`config.mk`:
```
export PLATFORM = sky130hd
export DESIGN_NAME = sdr_pm_seq
export DESIGN_NICKNAME = d
export VERILOG_FILES = /design/src/rtl/sdr_pm_pkg.sv /design/src/rtl/sdr_ref_timer.sv /design/src/rtl/sdr_wait_cnt.sv /design/src/rtl/sdr_pm_seq.sv
export SDC_FILE = /design/constraint.sdc
export NUM_CORES = 1
export LEC_CHECK = 0
export CORE_ASPECT_RATIO = 0.5
export CORE_MARGIN = 4
export CORE_UTILIZATION = 55
export DETAILED_ROUTE_END_ITERATION = 6
export DONT_BUFFER_PORTS = 1
export PLACE_DENSITY = 0.73
export SLEW_MARGIN = 20
export SYNTH_ARGS = -nofsm -noshare
export SYNTH_HDL_FRONTEND = slang
export SYNTH_SLANG_ARGS = --single-unit
```
`constraint.sdc`:
```
create_clock -name clk -period 2.3 [get_ports clk]
set_clock_uncertainty 0.2 [all_clocks]
set_input_delay 0.115 -clock clk [delete_from_list [all_inputs] [get_ports clk]]
set_output_delay 0.115 -clock clk [all_outputs]
set_load 0.01 [all_outputs]
```
`src/rtl/sdr_pm_pkg.sv`:
```
package sdr_pm_pkg;
  // {cs_n, ras_n, cas_n, we_n}
  typedef enum logic [3:0] {
    CMD_NOP = 4'b0111,
    CMD_PRE = 4'b0010,
    CMD_REF = 4'b0001
  } sdr_cmd_e;

  typedef enum logic [2:0] {
    ST_IDLE = 3'd0,
    ST_REQ  = 3'd1,
    ST_PRE  = 3'd2,
    ST_RFC  = 3'd3,
    ST_SELF = 3'd4,
    ST_XS   = 3'd5,
    ST_PD   = 3'd6,
    ST_PDX  = 3'd7
  } pm_state_e;

  typedef enum logic [1:0] {
    EV_OTHER = 2'd0,
    EV_PRE   = 2'd1,
    EV_REF   = 2'd2,
    EV_SRX   = 2'd3
  } gap_kind_e;
endpackage

```
`src/rtl/sdr_ref_timer.sv`:
```
module sdr_ref_timer #(
  parameter int RATE_W = 16
) (
  input  logic              clk,
  input  logic              rst,
  input  logic [RATE_W-1:0] interval,
  input  logic              suppress,
  input  logic              consume,
  output logic              pending
);
  logic [RATE_W-1:0] cnt_q;
  logic [RATE_W-1:0] reload;
  logic              due;

  assign reload = (interval == '0) ? '0 : interval - 1'b1;
  assign due    = (cnt_q == '0);

  always_ff @(posedge clk) begin
    if (rst) begin
      cnt_q   <= reload;
      pending <= 1'b0;
    end else begin
      cnt_q <= due ? reload : cnt_q - 1'b1;
      if (suppress)     pending <= 1'b0;
      else if (due)     pending <= 1'b1;
      else if (consume) pending <= 1'b0;
    end
  end


  pending_hold_chk: assert property (@(posedge clk) disable iff (rst)
    (pending && !consume && !suppress) |=> pending);


  suppress_clear_chk: assert property (@(posedge clk) disable iff (rst)
    suppress |=> !pending);
endmodule

```
`src/rtl/sdr_wait_cnt.sv`:
```
module sdr_wait_cnt #(
  parameter int T_W = 5
) (
  input  logic           clk,
  input  logic           rst,
  input  logic           load,
  input  logic [T_W-1:0] len,
  output logic           done
);
  logic [T_W-1:0] cnt_q;

  assign done = (cnt_q == '0);

  always_ff @(posedge clk) begin
    if (rst)        cnt_q <= '0;
    else if (load)  cnt_q <= (len == '0) ? '0 : len - 1'b1;
    else if (!done) cnt_q <= cnt_q - 1'b1;
  end


  short_wait_chk: assert property (@(posedge clk) disable iff (rst)
    (load && len <= 1) |=> done);


  long_wait_chk: assert property (@(posedge clk) disable iff (rst)
    (load && len > 1) |=> !done);
endmodule

```
`src/rtl/sdr_pm_seq.sv`:
```
module sdr_pm_seq
  import sdr_pm_pkg::*;
#(
  parameter int RATE_W = 16,
  parameter int T_W    = 5
) (
  input  logic              clk,
  input  logic              rst,
  input  logic              selfref_req,
  input  logic              pwrdn_req,
  input  logic              pwrdn_refresh_en,
  input  logic [RATE_W-1:0] refresh_interval,
  input  logic [T_W-1:0]    trfc_cyc,
  input  logic [T_W-1:0]    trp_cyc,
  input  logic [T_W-1:0]    txsr_cyc,
  input  logic              bus_gnt,
  output logic              bus_req,
  output logic              cs_n,
  output logic              ras_n,
  output logic              cas_n,
  output logic              we_n,
  output logic              a10,
  output logic              cke,
  output logic [2:0]        state_o
);
  localparam int GAP_W = T_W + 1;

  pm_state_e      st_q, st_n;
  sdr_cmd_e       cmd_q, cmd_n;
  logic           a10_q, a10_n;
  logic           cke_q, cke_n;
  logic           req_q, req_n;
  logic           ld;
  logic [T_W-1:0] ld_len;
  logic           consume, go_dec;
  logic           ref_pend, wait_done;

  sdr_ref_timer #(.RATE_W(RATE_W)) u_timer (
    .clk      (clk),
    .rst      (rst),
    .interval (refresh_interval),
    .suppress (st_q == ST_SELF),
    .consume  (consume),
    .pending  (ref_pend)
  );

  sdr_wait_cnt #(.T_W(T_W)) u_wait (
    .clk  (clk),
    .rst  (rst),
    .load (ld),
    .len  (ld_len),
    .done (wait_done)
  );

  always_comb begin
    st_n    = st_q;
    cmd_n   = CMD_NOP;
    a10_n   = 1'b0;
    cke_n   = cke_q;
    req_n   = req_q;
    ld      = 1'b0;
    ld_len  = '0;
    consume = 1'b0;
    go_dec  = 1'b0;
    case (st_q)
      ST_IDLE: if (selfref_req || pwrdn_req || ref_pend) begin
        req_n = 1'b1;
        st_n  = ST_REQ;
      end
      ST_REQ: if (bus_gnt) begin
        cmd_n  = CMD_PRE;
        a10_n  = 1'b1;
        ld     = 1'b1;
        ld_len = trp_cyc;
        st_n   = ST_PRE;
      end
      ST_PRE, ST_RFC, ST_XS: go_dec = wait_done;
      ST_SELF: if (!selfref_req) begin
        cke_n  = 1'b1;
        ld     = 1'b1;
        ld_len = txsr_cyc;
        st_n   = ST_XS;
      end
      ST_PD: if (selfref_req || !pwrdn_req || (pwrdn_refresh_en && ref_pend)) begin
        cke_n = 1'b1;
        st_n  = ST_PDX;
      end
      ST_PDX: go_dec = 1'b1;
      default: st_n = ST_IDLE;
    endcase
    if (go_dec) begin
      if (selfref_req) begin
        cmd_n   = CMD_REF;
        cke_n   = 1'b0;
        consume = 1'b1;
        st_n    = ST_SELF;
      end else if (ref_pend) begin
        cmd_n   = CMD_REF;
        consume = 1'b1;
        ld      = 1'b1;
        ld_len  = trfc_cyc;
        st_n    = ST_RFC;
      end else if (pwrdn_req) begin
        cke_n = 1'b0;
        st_n  = ST_PD;
      end else begin
        req_n = 1'b0;
        st_n  = ST_IDLE;
      end
    end
  end

  always_ff @(posedge clk) begin
    if (rst) begin
      st_q  <= ST_IDLE;
      cmd_q <= CMD_NOP;
      a10_q <= 1'b0;
      cke_q <= 1'b1;
      req_q <= 1'b0;
    end else begin
      st_q  <= st_n;
      cmd_q <= cmd_n;
      a10_q <= a10_n;
      cke_q <= cke_n;
      req_q <= req_n;
    end
  end

  assign {cs_n, ras_n, cas_n, we_n} = cmd_q;
  assign a10     = a10_q;
  assign cke     = cke_q;
  assign bus_req = req_q;
  assign state_o = st_q;

  // Gap tracking between command-bus or CKE events, for the recovery checks.
  logic            cke_prev;
  logic            ev;
  gap_kind_e       last_kind;
  logic [GAP_W-1:0] gap;

  assign ev = (cmd_q != CMD_NOP) || (cke_q != cke_prev);

  always_ff @(posedge clk) begin
    if (rst) begin
      cke_prev  <= 1'b1;
      last_kind <= EV_OTHER;
      gap       <= '1;
    end else begin
      cke_prev <= cke_q;
      if (ev) begin
        gap <= GAP_W'(1);
        if (cmd_q == CMD_PRE)                last_kind <= EV_PRE;
        else if (cmd_q == CMD_REF && cke_q)  last_kind <= EV_REF;
        else if (cke_q && st_q == ST_XS)     last_kind <= EV_SRX;
        else                                 last_kind <= EV_OTHER;
      end else if (gap != '1) begin
        gap <= gap + 1'b1;
      end
    end
  end


  cmd_needs_bus_chk: assert property (@(posedge clk) disable iff (rst)
    (cmd_q != CMD_NOP) |-> (req_q && $past(bus_gnt)));


  trp_gap_chk: assert property (@(posedge clk) disable iff (rst)
    (ev && last_kind == EV_PRE) |-> (gap >= {1'b0, trp_cyc}));


  trfc_gap_chk: assert property (@(posedge clk) disable iff (rst)
    ((ev || $fell(req_q)) && last_kind == EV_REF) |-> (gap >= {1'b0, trfc_cyc}));


  txsr_gap_chk: assert property (@(posedge clk) disable iff (rst)
    (ev && last_kind == EV_SRX) |-> (gap >= {1'b0, txsr_cyc}));


  self_cke_low_chk: assert property (@(posedge clk) disable iff (rst)
    (st_q == ST_SELF) |-> (!cke_q && cmd_q != CMD_PRE));


  sr_over_pd_chk: assert property (@(posedge clk) disable iff (rst)
    (st_q == ST_PD && selfref_req) |=> (st_q == ST_PDX && cke_q));


  pd_wake_chk: assert property (@(posedge clk) disable iff (rst)
    (st_q == ST_PD && pwrdn_refresh_en && ref_pend) |=> (st_q == ST_PDX));


  pd_stay_chk: assert property (@(posedge clk) disable iff (rst)
    (st_q == ST_PD && pwrdn_req && !selfref_req && !pwrdn_refresh_en) |=> (st_q == ST_PD && !cke_q));
endmodule

```
==> metrics.md, run 1 <==
| Metric | Value |
|---|---|
| Outcome | complete, no violations |
| Sw Ratio | between 30% and 40% |
| WL final | about 6.7 mm |
| Slowest Stage Delay on Critical Path | 0.55 ns |
| Cells after Synth | approximately 280 |
| CTS tree | built |
| Internal power | 1.57 mW |
| Max FO, Critical Path | 3 |
| Clock-pin slew on the worst setup and hold paths | 0.07 ns |
| Flop pwr share | a little under a third |
| Syn avg cell area | 8.04 µm² |
| Top Ports | 47 |
| Netlist cell types | 61 |
| Row count | 16 |
| Vias | about 2,400 |
| Final Core Density | about three quarters |
| Die H | around 53 µm |
| Synth Net Count | between 300 and 400 |
| Final setup fails | 0 |
| Crit path capture type | register |
| Gr usage total | around a quarter |
| Worst Path Class, Setup | reg -> reg |
| Worst setup SP type | register |
| WL/cell | about 18 µm |
| CP delay by family, top | simple AND/OR/NAND/NOR gates |
| CTS Buffer Depth | 2 |
| First-pass detailed-route iteration total | 4 |
| Max VDD drop | about 0.43 mV |
| DRC violations left | 0 |
| TritonCTS sink count | 31 |
| CP cell instances | or4_4 -> or4_4 -> nor4_4 -> xnor2_2 -> o22ai_2 |
| Min cycle time layout | ~2.3 ns |
| Worst-skew pair later-pin latency | ~0.27 ns |
| Layout cells sized above 1 | between 10% and 20% |
| Root Buffer | clkbuf_8 |
| Worst hold slack | roughly 0.015 ns |
| Starting DRT DRC Count | between 100 and 150 |
| Design Power | roughly 2.6 mW |
| Top-count cell post-synth | dfxtp_1 |
| Pwr per Cell Area | between 800 and 900 mW/mm² |
| Comb pwr share | between 50% and 60% |
| Worst EP arrival | between 2 and 2.5 ns |
| Synthesized cell area | 0.00227 mm² |
| PortBufs | 0 |
| Vias in the first global route | 2,383 |
| Yosys top cell area share | between 20% and 30% |
| Post-synthesis async set-or-reset flop share | 0% |
| Worst path buffer plus inverter count | 0 |
| Worst hold path type | in -> reg |
| Clk pwr share | between 10% and 20% |
| Rel. slew slack | ~44% |
| Final nets | roughly 370 |
| Setup WS pre-CTS | -0.0311 ns |
| EDFF count, synth | 0 |
| Max cap viols | 0 |
| Post-DR vias/cell | between 6 and 7 |
| Max Fclk | 441 MHz |
| Final Hold Fails | 0 |
| Slowest CP cell | or4_4 |
| Syn-to-layout area delta | 29.6% |
| Final setup margin | ~0.033 ns |
| Sw power | approximately 0.99 mW |
| Initial antenna violation count | 0 |
| HPWL after DPL | about 4.2 mm |
| Top post-synthesis cells by area | dfxtp_1 27%, xnor2_1 8.5%, o22ai_1 5.0%, nor2_1 4.3%, xor2_1 3.5% |
| Largest net degree at the start of global routing | 17 |
| Leading area contributor after synthesis | dfxtp_1 |
| Post-synth top flop | dfxtp_1 |
| Synth top cells by count | 31 x dfxtp_1, 26 x nor2_1, 22 x xnor2_1 |
| Routability cong. | 0.875 |
| Die area | ~0.0053 mm² |
| Worst Tran Pin Value | roughly 0.83 ns |
| Post-synthesis register bit count | 31 |
| TritonCTS Buffers | 5 |
| Yosys warns | 0 |
| Initial core utilization | a little under three fifths |
| Slew Limit Fails | 0 |
| Worst path most repeated cell | or4_4 |
| Congestion Overflow GR | 0 |
| Htree depth | 2 |
| Final period utilization | 98.6% |
| Lkg Pwr | between 1 and 1.5 nW |
| Die width | just under 100 µm |
| Worst Path Required | approximately 2.3 ns |
| Antenna Cells | 0 |
| Post-route ant nets | 0 |
| Seq/Total Area, Yosys | a little over a quarter |
| Core area | about 0.0039 mm² |
| First-pass GRT wire length | roughly 11 mm |
-- final timing paths --
| kind | slack (ns) | from | cells after the start | to |
|---|---|---|---|---|
| setup / recovery | 0.03 | u_timer.cnt_q[5]$_DFF_P_ | 5 | u_timer.cnt_q[12]$_DFF_P_ |
| hold / removal | 0.01 | trfc_cyc[3] | 4 | u_wait.cnt_q[3]$_SDFFE_PP0P_ |
| setup reg to reg | 0.03 | u_timer.cnt_q[5]$_DFF_P_ | 5 | u_timer.cnt_q[12]$_DFF_P_ |
| hold reg to reg | 0.33 | u_timer.cnt_q[0]$_DFF_P_ | 1 | u_timer.cnt_q[0]$_DFF_P_ |
-- tightest hold or removal path, stage by stage --
cell,delay (ns)
a221oi_2,0.02
o2111ai_1,0.08
a21o_1,0.13
a31oi_1,0.08
-- layout by cell type (no fill, tap or decap), types with 6 or more instances in the layout --
| master | count |
|---|---|
| a21oi_1 | 11 |
| buf_4 | 20 |
| clkbuf_8 | 7 |
| dfxtp_1 | 29 |
| dlygate4sd3_1 | 28 |
| ha_1 | 6 |
| inv_1 | 15 |
| nand2_1 | 16 |
| nand3_1 | 6 |
| nor2_1 | 25 |
| nor3_1 | 9 |
| nor3_2 | 6 |
| o22ai_1 | 18 |
| xnor2_1 | 21 |
| xor2_1 | 9 |
-- sequential cells by signal (all words and copies together) (netlist names) --
register / cells
cke: 1
u_timer.cnt_q: 16
u_wait.cnt_q: 5
a10: 1
bus_req: 1
cmd_q: 3
u_timer.pending: 1
state_o: 3
-- routing by layer --
layer | GRT usage [%] | up-vias | wire length (µm)
met1 | 29.6 | 1139 | 2770
met5 | 0 | - | 0
li1 | - | 1128 | -
met3 | 8.03 | 6 | 508
met4 | 8.84 | 0 | 36
met2 | 45.1 | 117 | 3380
-- metrics by stage --
step	cells	setup TNS, ns	cell area [µm²]
2_1_floorplan	282	0	2270
3_3_place_gp	340	0	2400
3_5_place_dp	340	-0.0311	2400
4_1_cts	376	0	2800
5_1_grt	380	-0.0362	2940
6_report	380	0	2940
-- what timing repair did --
| action | 4_1_cts | 5_1_grt |
|---|---|---|
| pin swaps | 0 | 7 |
| hold buffers | 28 | 0 |
| resized for setup | 2 | 24 |
| setup buffers | 0 | 4 |
| setup endpoints to repair | 2 | 23 |
| hold endpoints to repair | 31 | 0 |
-- cells by family after synthesis --
| family | synth area share (%) |
|---|---|
| buf+inv | 5.58 |
| mux | 0.994 |
| fa+ha+maj | 3.31 |
| other cells | 0.165 |
| compound gates | 23.8 |
| xor+xnor | 12.0 |
| flops | 27.4 |
| simple gates | 26.8 |
-- power groups by stage --
stage	clock network (mW)	logic [mW]	registers, mW
global route	0.492	1.43	0.830
CTS	0.469	1.16	0.796
global placement	0	1.04	0.791
finish	0.463	1.28	0.814
floorplan	0	0.814	0.770
detailed placement	0	1.07	0.803
-- cell type report --
class	count	area (µm²)
clock buffers	8	100
fillers	264	1010
inverters	15	56.3
multi-input cells	222	1640
flip-flops and latches	31	623
well taps	54	67.6
repair buffers	50	453
(Power assumes the default switching activity.)
==> run 2, diff against run 1 <==
--- a/config.mk
+++ b/config.mk
@@ -7,10 +7,10 @@
 export LEC_CHECK = 0
 export CORE_ASPECT_RATIO = 0.5
 export CORE_MARGIN = 4
-export CORE_UTILIZATION = 55
+export CORE_UTILIZATION = 50
 export DETAILED_ROUTE_END_ITERATION = 6
 export DONT_BUFFER_PORTS = 1
-export PLACE_DENSITY = 0.73
+export PLACE_DENSITY = 0.68
 export SLEW_MARGIN = 20
 export SYNTH_ARGS = -nofsm -noshare
 export SYNTH_HDL_FRONTEND = slang
==> metrics.md, run 2 (same netlist as run 1, synthesis figures left out) <==
| Metric | Value |
|---|---|
| Die width | between 100 and 150 µm |
| TritonCTS sink count | 31 |
| Layout Cell Area excl Fill | 0.00287 mm² |
| WL/cell | about 17 µm |
| HPWL after DPL | around 4.2 mm |
| Congestion Overflow GR | 0 |
| Max Fclk | approximately 460 MHz |
| Final Hold Fails | 0 |
| Biggest register | u_timer.cnt_q |
| Worst hold path type | in -> reg |
| Setup slack, reg-to-reg | around 0.11 ns |
| Max FO, Critical Path | 16 |
| Design Power | 2.62 mW |
| Area occupied by multi-input gates | around 0.0016 mm² |
| Initial antenna violation count | 0 |
| Die area | about 0.0057 mm² |
| Largest net degree at the start of global routing | 17 |
| Final setup fails | 0 |
| Post-DR vias/cell | about 6.2 |
| Root Buffer | clkbuf_8 |
| Worst Tran Pin Value | between 0.5 and 0.6 ns |
| Final period utilization | a little over nine tenths |
| Max cap viols | 0 |
| Fill cells | around 310 |
| Largest registers | u_timer.cnt_q x16, u_wait.cnt_q x5 |
| Worst hold slack | ~0.017 ns |
| Worst path buffer plus inverter count | 0 |
| Crit path capture type | register |
| Worst Path Class, Setup | reg -> reg |
| Row count | 16 |
| TritonCTS Buffers | 5 |
| CTS tree | built |
| Area after DPL | ~0.0024 mm² |
| Gr usage total | 22.6% |
| Layout cells sized above 1 | between 10% and 20% |
| CP delay by family, top | simple AND/OR/NAND/NOR gates |
| Post-route ant nets | 0 |
| DRC violations left | 0 |
| First-pass GRT wire length | 10.6 mm |
| CP cell instances | or4_4 -> nor3_1 -> a41o_1 -> o21ai_4 -> o22ai_1 |
| Worst Path Required | approximately 2.3 ns |
| Core area | between 0.004 and 0.005 mm² |
| Top Ports | 47 |
| Antenna Cells | 0 |
| Final nets | about 370 |
| Commonest cells after routing, fill and taps aside | 30 x dfxtp_1, 26 x nor2_1, 26 x dlygate4sd3_1 |
| Slew Limit Fails | 0 |
| Clock-pin slew on the worst setup and hold paths | 0.07 ns |
| First-pass detailed-route iteration total | 4 |
| Pwr per Cell Area | between 900 and 1000 mW/mm² |
| Worst-skew pair later-pin latency | 0.28 ns |
| Initial core utilization | 54.9% |
| Max VDD drop | approximately 0.38 mV |
| Largest register FFs | 16 |
| Worst setup SP type | register |
| Rel. slew slack | between 60% and 70% |
| Vias in the first global route | 2,318 |
| Vias | 2,334 |
| Lkg Pwr | between 1 and 1.5 nW |
| WL final | between 6 and 7 mm |
| Final Core Density | a little over two thirds |
| Register Area | between 600 and 700 µm² |
| Slowest Stage Delay on Critical Path | between 0.5 and 0.6 ns |
| Htree depth | 2 |
| Die H | 55.6 µm |
| Slowest CP cell | or4_4 |
| PortBufs | 0 |
| Most common cell after layout, fill and taps aside | dfxtp_1 |
| Routability cong. | approximately 0.9 |
| CTS Buffer Depth | 2 |
| Starting DRT DRC Count | 68 |
| Outcome | complete, no violations |
| Syn-to-layout area delta | 26.5% |
| Worst EP arrival | around 2.2 ns |
| Min cycle time layout | 2.19 ns |
## run 2: cell count changes in the layout (fill, tap and decap cells not counted), sizes merged
cell and change:
buf +1, bufinv +1, clkbuf -2, clkinv +1, dlygate4sd3 -2
## run 2: final cells by class
class | count | area share, %
tap | 54 | 2.36
clock buffer | 6 | 2.88
sequential | 31 | 21.7
inverter | 15 | 1.96
multi-input combinational | 222 | 54.8
clock inverter | 2 | 1.22
timing repair buffer | 49 | 15.1
## run 2: path summary, 6_finish.rpt
kind | cells after the start | start | end
worst min register to register | 1 | u_timer.cnt_q[0]$_DFF_P_ | u_timer.cnt_q[0]$_DFF_P_
worst min-delay path | 4 | trp_cyc[0] | u_wait.cnt_q[3]$_SDFFE_PP0P_
worst max register to register | 5 | u_timer.cnt_q[2]$_DFF_P_ | u_timer.cnt_q[9]$_DFF_P_
worst max-delay path | 5 | u_timer.cnt_q[2]$_DFF_P_ | u_timer.cnt_q[9]$_DFF_P_
## run 2: tightest hold or removal path: stages
cell and delay (ns):
o21ai_0 0.05, nand2_1 0.10, a21o_1 0.10, a31oi_1 0.08
## run 2: what timing repair did
action / in CTS / in global routing
setup buffers: 1 / 2
gates resized for setup: 3 / 8
setup endpoints to repair: 1 / 17
pin swaps: 2 / 2
hold endpoints to repair: 31 / 0
hold buffers: 26 / 0
## run 2: per-layer routing
layer	vias to the layer above	wire length, µm	track usage [%]
met5	-	0	0
met1	1096	2660	27.2
met2	101	3040	38.5
met3	13	473	5.38
met4	0	105	8.67
li1	1124	-	-
## run 2: report_power, final
group          total, mW  leakage (nW)  switching (mW)  internal [mW]
Sequential         0.807         0.259           0.147          0.660
Clock              0.554        0.0612           0.203          0.350
Combinational       1.26         0.742           0.627          0.630
## run 2: per-stage QoR
stage          setup TNS (ns)  setup slack [ns]  instances
6_report                    0             0.109        379
5_1_grt              -0.00518          -0.00518        379
4_1_cts                     0            0.0623        377
3_5_place_dp          -0.0566           -0.0566        342
3_3_place_gp                0            0.0382        342
2_1_floorplan               0            0.0998        282
